===== src/rtl/irq_toggle_pkg.sv =====
package irq_toggle_pkg;

  // Word addresses of the register bank; the offsets are the software contract.
  typedef enum logic [1:0] {
    SEL_STATUS = 2'd0,
    SEL_ENABLE = 2'd1,
    SEL_GIE    = 2'd2,
    SEL_SRST   = 2'd3
  } reg_sel_e;

  // Mask with the lowest n bits set (n in 0..64).
  function automatic logic [63:0] low_mask(input int n);
    logic [63:0] m;
    m = '0;
    for (int i = 0; i < 64; i++) begin
      if (i < n) m[i] = 1'b1;
    end
    return m;
  endfunction

endpackage


===== src/rtl/irq_edge_detect.sv =====
module irq_edge_detect #(
  parameter int W = 32
) (
  input  logic         clk,
  input  logic         rst,
  input  logic [W-1:0] sig_i,
  output logic [W-1:0] rise_o
);

  logic [W-1:0] sig_q;

  always_ff @(posedge clk) begin
    if (rst) sig_q <= '0;
    else     sig_q <= sig_i;
  end

  assign rise_o = sig_i & ~sig_q;

endmodule


===== src/rtl/irq_status_bank.sv =====
module irq_status_bank #(
  parameter int          W       = 32,
  parameter int          NUM_IRQ = 8,
  parameter logic [W-1:0] RST_VAL = '0
) (
  input  logic         clk,
  input  logic         rst,
  input  logic         clr_i,
  input  logic [W-1:0] tgl_i,
  input  logic [W-1:0] set_i,
  output logic [W-1:0] stat_o
);

  for (genvar i = 0; i < W; i++) begin : g_bit
    if (i < NUM_IRQ) begin : g_impl
      logic bit_q;
      always_ff @(posedge clk) begin
        if (rst || clr_i)  bit_q <= RST_VAL[i];
        else if (set_i[i]) bit_q <= 1'b1;      // event wins over toggle
        else if (tgl_i[i]) bit_q <= ~bit_q;
      end
      assign stat_o[i] = bit_q;
    end else begin : g_absent
      assign stat_o[i] = 1'b0;
    end
  end

endmodule


===== src/rtl/irq_ctrl_regs.sv =====
module irq_ctrl_regs #(
  parameter int W       = 32,
  parameter int NUM_IRQ = 8
) (
  input  logic         clk,
  input  logic         rst,
  input  logic         clr_i,
  input  logic         en_we_i,
  input  logic         gie_we_i,
  input  logic [W-1:0] wdata_i,
  input  logic [W-1:0] stat_i,
  output logic [W-1:0] en_o,
  output logic         gie_o,
  output logic         irq_o
);

  for (genvar i = 0; i < W; i++) begin : g_en
    if (i < NUM_IRQ) begin : g_impl
      logic en_q;
      always_ff @(posedge clk) begin
        if (rst || clr_i) en_q <= 1'b0;
        else if (en_we_i) en_q <= wdata_i[i];
      end
      assign en_o[i] = en_q;
    end else begin : g_absent
      assign en_o[i] = 1'b0;
    end
  end

  always_ff @(posedge clk) begin
    if (rst || clr_i)  gie_o <= 1'b0;
    else if (gie_we_i) gie_o <= wdata_i[0];
  end

  always_ff @(posedge clk) begin
    if (rst) irq_o <= 1'b0;
    else     irq_o <= gie_o && (|(stat_i & en_o));
  end

endmodule


===== src/rtl/irq_readback.sv =====
module irq_readback #(
  parameter int W      = 32,
  parameter int ADDR_W = 4
) (
  input  logic              clk,
  input  logic              rst,
  input  logic [ADDR_W-1:0] addr_i,
  input  logic [W-1:0]      stat_i,
  input  logic [W-1:0]      en_i,
  input  logic              gie_i,
  output logic [W-1:0]      rdata_o
);
  import irq_toggle_pkg::*;

  logic [W-1:0] sel_d;

  always_comb begin
    sel_d = '0;
    if (addr_i == ADDR_W'(SEL_STATUS))      sel_d = stat_i;
    else if (addr_i == ADDR_W'(SEL_ENABLE)) sel_d = en_i;
    else if (addr_i == ADDR_W'(SEL_GIE))    sel_d = {{(W-1){1'b0}}, gie_i};
  end

  always_ff @(posedge clk) begin
    if (rst) rdata_o <= '0;
    else     rdata_o <= sel_d;
  end

endmodule


===== src/rtl/irq_toggle_regs.sv =====
module irq_toggle_regs #(
  parameter int              DATA_W     = 32,
  parameter int              ADDR_W     = 4,
  parameter int              NUM_IRQ    = 8,
  parameter logic [DATA_W-1:0] STATUS_RST = '0,
  parameter logic [DATA_W-1:0] RESET_KEY  = 32'h0000_A5C3
) (
  input  logic              clk,
  input  logic              rst,
  input  logic [ADDR_W-1:0] bus_addr,
  input  logic              bus_wr,
  input  logic [DATA_W-1:0] bus_wdata,
  output logic [DATA_W-1:0] bus_rdata,
  input  logic [DATA_W-1:0] evt_in,
  output logic              irq
);
  import irq_toggle_pkg::*;

  localparam logic [DATA_W-1:0] IMPL_MASK = DATA_W'(low_mask(NUM_IRQ));

  logic [DATA_W-1:0] rise;
  logic [DATA_W-1:0] stat_q;
  logic [DATA_W-1:0] en_q;
  logic              gie_q;
  logic              wr_stat, wr_en, wr_gie, soft_rst;

  assign wr_stat  = bus_wr && (bus_addr == ADDR_W'(SEL_STATUS));
  assign wr_en    = bus_wr && (bus_addr == ADDR_W'(SEL_ENABLE));
  assign wr_gie   = bus_wr && (bus_addr == ADDR_W'(SEL_GIE));
  assign soft_rst = bus_wr && (bus_addr == ADDR_W'(SEL_SRST)) && (bus_wdata == RESET_KEY);

  irq_edge_detect #(.W(DATA_W)) u_edge (
    .clk    (clk),
    .rst    (rst),
    .sig_i  (evt_in & IMPL_MASK),
    .rise_o (rise)
  );

  irq_status_bank #(.W(DATA_W), .NUM_IRQ(NUM_IRQ), .RST_VAL(STATUS_RST)) u_stat (
    .clk    (clk),
    .rst    (rst),
    .clr_i  (soft_rst),
    .tgl_i  (wr_stat ? bus_wdata : '0),
    .set_i  (rise),
    .stat_o (stat_q)
  );

  irq_ctrl_regs #(.W(DATA_W), .NUM_IRQ(NUM_IRQ)) u_ctrl (
    .clk      (clk),
    .rst      (rst),
    .clr_i    (soft_rst),
    .en_we_i  (wr_en),
    .gie_we_i (wr_gie),
    .wdata_i  (bus_wdata),
    .stat_i   (stat_q),
    .en_o     (en_q),
    .gie_o    (gie_q),
    .irq_o    (irq)
  );

  irq_readback #(.W(DATA_W), .ADDR_W(ADDR_W)) u_rd (
    .clk     (clk),
    .rst     (rst),
    .addr_i  (bus_addr),
    .stat_i  (stat_q),
    .en_i    (en_q),
    .gie_i   (gie_q),
    .rdata_o (bus_rdata)
  );

endmodule


===== config.mk =====
export PLATFORM = sky130hd
export DESIGN_NAME = irq_toggle_regs
export DESIGN_NICKNAME = d
export VERILOG_FILES = /design/src/rtl/irq_toggle_pkg.sv /design/src/rtl/irq_edge_detect.sv /design/src/rtl/irq_status_bank.sv /design/src/rtl/irq_ctrl_regs.sv /design/src/rtl/irq_readback.sv /design/src/rtl/irq_toggle_regs.sv
export SDC_FILE = /design/constraint.sdc
export NUM_CORES = 1
export LEC_CHECK = 0
export BUFFER_PORTS_ARGS = -buffer_cell sky130_fd_sc_hd__buf_2
export CELL_PAD_IN_SITES_DETAIL_PLACEMENT = 1
export CELL_PAD_IN_SITES_GLOBAL_PLACEMENT = 1
export CORE_UTILIZATION = 31
export DETAILED_ROUTE_END_ITERATION = 10
export PLACE_DENSITY_LB_ADDON = 0.1
export SYNTH_ARGS = -nofsm -noshare
export SYNTH_HDL_FRONTEND = slang
export SYNTH_SLANG_ARGS = --single-unit

===== constraint.sdc =====
create_clock -name clk -period 4.1 [get_ports clk]
set_input_delay 0.615 -clock clk [delete_from_list [all_inputs] [get_ports clk]]
set_output_delay 0.615 -clock clk [all_outputs]
set_load 0.01 [all_outputs]

* After elaboration in Yosys (flattened, before gate mapping) *
Cells that the tools add are included.

operators by class
  bitwise logic cells = 11
  reduce and logical (&&, ||, !) cells = 18
  mux-type cells = 20
  equality and inequality tests = 4

operator list
  cell                                                                      number
  32-bit by 16-bit equality test with 1-bit output (second input constant)  1
  32-bit OR reduction                                                       1
  8-bit 2-to-1 mux                                                          3
  1-bit 2-to-1 mux                                                          17
  8-bit AND                                                                 2
  2-bit nonzero test                                                        8
  4-bit by 2-bit equality test with 1-bit output (second input constant)    2
  1-bit inverter                                                            8
  8-bit inverter                                                            1
  1-bit logical AND                                                         6
  4-bit by 1-bit equality test with 1-bit output (second input constant)    1
  4-bit logical NOT                                                         1
  3-bit OR reduction                                                        1
  1-bit logical OR                                                          1

word-level totals
  output and inout bits = 33
  word-level logic and storage cells = 74
  bits of input ports = 71
  bits in registers = 58

* Logic depth before layout (Yosys ltp) *
  depth after elaboration = 5
  gate-level depth with buffers = 5
  depth with buffers taken out = 4

* By module *
Synthesis repeated with hierarchy kept, for this count alone.

unflattened totals
  cell total of the unflattened synthesis = 387
  area total of the unflattened synthesis = 3,802.4 sq um

modules (own cells, without submodules)
  module           cells each  instances  area an instance (sq um)  sequential area each (sq um)
  irq_readback     107         1          1,163.6                   640.6
  irq_edge_detect  99          1          1,074.8                   640.6
  irq_ctrl_regs    70          1          638.1                     200.2
  irq_status_bank  58          1          545.5                     160.2
  irq_toggle_regs  53          1          380.4                     0.0

* Worst setup path after synthesis *
OpenSTA, ideal clock, no wires.

  path kind = input-to-reg
  start = input bus_wdata[14]
  end = register u_stat.g_bit[0].g_impl.bit_q
  arrival time = 1,703 ps
  setup slack = 2,278 ps
  stages = 5
  path buffers = 1
  data required time = 3,981 ps
  setup time = 119 ps
  cell sequence = and4bb_1 nand3b_1 o41ai_4 buf_6 a21oi_1

between the ends
  cells in the longest elaborated chain, start to end = 3

RTL lines
  item                                              line                   source
  from (decl)                                       irq_toggle_regs.sv:12  input logic [DATA_W-1:0] bus_wdata,
  32-bit by 16-bit equality test with 1-bit output  irq_toggle_regs.sv:30  assign soft_rst = bus_wr && (bus_addr == ADDR_W'(SEL_SRST)) && (bus_wdata == RESET_KEY);
  1-bit logical AND                                 irq_toggle_regs.sv:30
  1-bit logical OR                                  irq_status_bank.sv:18  if (rst || clr_i) bit_q <= RST_VAL[i];
  to (signal assigned)                              irq_status_bank.sv:18
  to (signal assigned)                              irq_status_bank.sv:20  else if (tgl_i[i]) bit_q <= ~bit_q;
  to (decl)                                         irq_status_bank.sv:16  logic bit_q;

Every way passes these cells.
A chain may end at the register's enable or synchronous reset.

* Final worst setup path *
  start = input bus_wdata[3]
  end = register u_ctrl.g_en[3].g_impl.en_q

between the ends
  cells in the longest elaborated chain, start to end = 3

RTL lines
  item                                              line                   source
  32-bit by 16-bit equality test with 1-bit output  irq_toggle_regs.sv:30
  1-bit logical AND                                 irq_toggle_regs.sv:30
  1-bit logical OR                                  irq_ctrl_regs.sv:21    if (rst || clr_i) en_q <= 1'b0;
  to (signal assigned)                              irq_ctrl_regs.sv:22    else if (en_we_i) en_q <= wdata_i[i];
  to (decl)                                         irq_ctrl_regs.sv:19    logic en_q;

Parallel ways exist; a longest one is shown, timed or not.

==> impl_metrics.csv <==
group,metric,value,unit
cts,path_clk_slew,0.07,ns
worst_setup_path,critPathKind,"in -> reg",
synthesis,ys_ff_latch,34,
worst_setup_path,cp.arrival,2.37,ns
worst_setup_path,required,4.21,ns
cts,clockBufferDepth,2,
power,irDropWorstVdd,0.217,mV
drt,top_layer_used,"met4",
run_status,status,"finished, final reports clean",
cts,cts_tree,"done",
synthesis,avgSynthCellArea,9.22,um2
synthesis,synth_top_area_share,42.2,%
floorplanning,die_area,0.00550,mm2
drt,vias,1373,
timing,finClkSkew,0.00468,ns
global_routing,grt_pass1_vias,1394,
finish,finish.utilization,39.8,%
finish,syn2layout_area_growth,19.8,%
synthesis,ys_types,33,
placed_design,gp_congestion,0.756,
worst_setup_path,end_kind,"flop",
job,cap_violations,0,
synthesis,seq_area_frac_synth,42.2,%
floorplanning,core_region_area,0.00485,mm2
synthesis,netlist_instances,175,
cts,cts_root_buf,"clkbuf_8",
drt,drt-wirelength-per-cell,13.9,um
synthesis,ys.flop_type,"dfxtp_1",
drt,route.detailed.drc,0,
finish,diodes,0,
finish,drive_gt1_share,28.4,%
drt,wl_met2,2150,um
timing,hold_viol_final,0,
hold_path,min-delay-start,"u_ctrl.g_en[0].g_impl.en_q",
worst_setup_path,rr_startpoint,"u_stat.g_bit[6].g_impl.bit_q",
global_routing,grt_start_max_net_pins,20,
drt,drt_first_iter_violations,54,
placed_design,port_buffers,55,
cts,cts_setup_buffers,0,
timing,rsz0062_at_grt,"no",
global_routing,grtUsageTotal,15.9,%
finish,nets,302,
drt,first_pass_iters,4,
finish,fin_cells,299,
synthesis,synth-edff-count,0,
cts,cts_resized,0,
global_routing,grt_pass1_wl,6550,um
cts,cts.sinks,34,
worst_setup_path,reg2reg_slack,3.09,ns
cts,hold_buffers,0,
global_routing,antenna_found_initial,0,
global_routing,overflow,0,
synthesis,synthTopCellsByCount,"34 x dfxtp_1, 27 x buf_4, 16 x a21oi_1, 16 x nand3_1, 11 x a22oi_1",
power,power.density,354,mW/mm2
synthesis,synthTopCellsByArea,"dfxtp_1 42%, buf_4 13%, a22oi_1 5.1%",
timing,relSlewSlack,31.9,%
synthesis,async_flop_share,0,%
timing,setup_viol,0,
power,leakagePower,0.000848,uW
hold_path,min_path_type,"reg -> reg",
floorplanning,start_util,33.3,%
floorplanning,rows,25,
drt,wl_met1,1720,um
timing,worst_pin_slew,1.02,ns
cts,h-tree-depth,2,
timing,hold_ws,0.474,ns
drt,ant_nets,0,
floorplanning,pin_count,104,
timing,fin_crit_sh,55.0,%
worst_setup_path,cp-startpoint,"bus_wdata[3]",
timing,slew_violations,0,
cts,cts_buffers,5,
timing,period_needed,2.26,ns
worst_setup_path,cp_max_fo,17,
timing,fmax,443,MHz
drt,viasPerCell,4.59,
worst_setup_path,startpoint_type,"input port",
drt,met3WireLength,194,um
floorplanning,fp.dieH,74.1,um
cts,clkLatencyLatePin,0.28,ns
synthesis,netlist_area,0.00161,mm2
synthesis,yosys.area.top_type,"dfxtp_1",
placed_design,dp.final_hpwl,3160,um
synthesis,synth.most_common_cell,"dfxtp_1",
timing,tns,0,ns
placed_design,dp.cells,291,
drt,wl,4150,um
floorplanning,die_x,74.1,um
synthesis,yosysWarnings,0,
## stage by stage
step           power (uW)  worst slack, ns  cell area [um2]
2_1_floorplan         416             2.28             1700
3_3_place_gp          433             1.61             1840
3_5_place_dp          436             1.58             1840
4_1_cts               690             1.87             1930
5_1_grt               714             1.74             1930
6_report              683             1.84             1930
## critical path, cell delays in order
cell      delay [ns]
buf_2           0.12
nor4bb_1        0.47
nand4_1         0.22
o41ai_4         0.85
a21oi_1         0.10
## sequential cells by signal, summed over array words and instances (netlist names)
signal	count
u_ctrl.g_en.g_impl.en_q	8
u_edge.sig_q	8
u_rd.rdata_o	8
u_stat.g_bit.g_impl.bit_q	8
u_ctrl.gie_o	1
u_ctrl.irq_o	1
## report_power, final
group          switching (uW)  internal [uW]  leakage (uW)
sequential               7.73            343      0.000279
combinational            45.3           32.7      0.000521
clock                     119            135     0.0000482
total                     172            511      0.000848
## worst paths after layout
kind | to | cells past startpoint
worst min register to register | u_ctrl.g_en[0].g_impl.en_q | 2
worst min-delay path | u_ctrl.g_en[0].g_impl.en_q | 2
worst max-delay path | u_ctrl.g_en[3].g_impl.en_q | 5
worst max register to register | u_ctrl.irq_o | 3
## metal layers
layer  vias to the layer above  GRT usage (%)
met3                         8           4.47
met1                       649           17.8
met5                         -              0
met2                        43           28.4
met4                         0           6.62
li1                        673              -
## cell families after synthesis
family / after synthesis / share of synthesized area (%)
xor gates and xnor gates: 8 / 4.34
other: 1 / 0.233
AOI/OAI and AO/OA: 31 / 13.1
and+or+nand+nor: 67 / 24.8
DFF: 34 / 42.2
muxes: 1 / 0.621
buffers and inverters: 33 / 14.7
## area by class of cell
type | count | area, um2
clock buffers | 7 | 86.3
clock inverters | 1 | 5.00
fillers | 605 | 2920
inverters | 3 | 11.3
multi-input cells | 131 | 782
flip-flops and latches | 34 | 681
well taps | 67 | 83.8
repair buffers | 56 | 283
## placed cells by master (no fill, tap or decap), drive strengths merged, types with 2 or more instances in the layout
cell type,n
inv,3
a21oi,16
nor2b,8
nor4b,2
buf,56
conb,24
nand3,16
nand2,10
nand4,3
xor2,7
dfxtp,34
a22oi,11
nor2,9
or2b,4
nand2b,4
and4b,2
clkbuf,7
nor4,4
No activity file was read; power rests on OpenSTA's default activity.
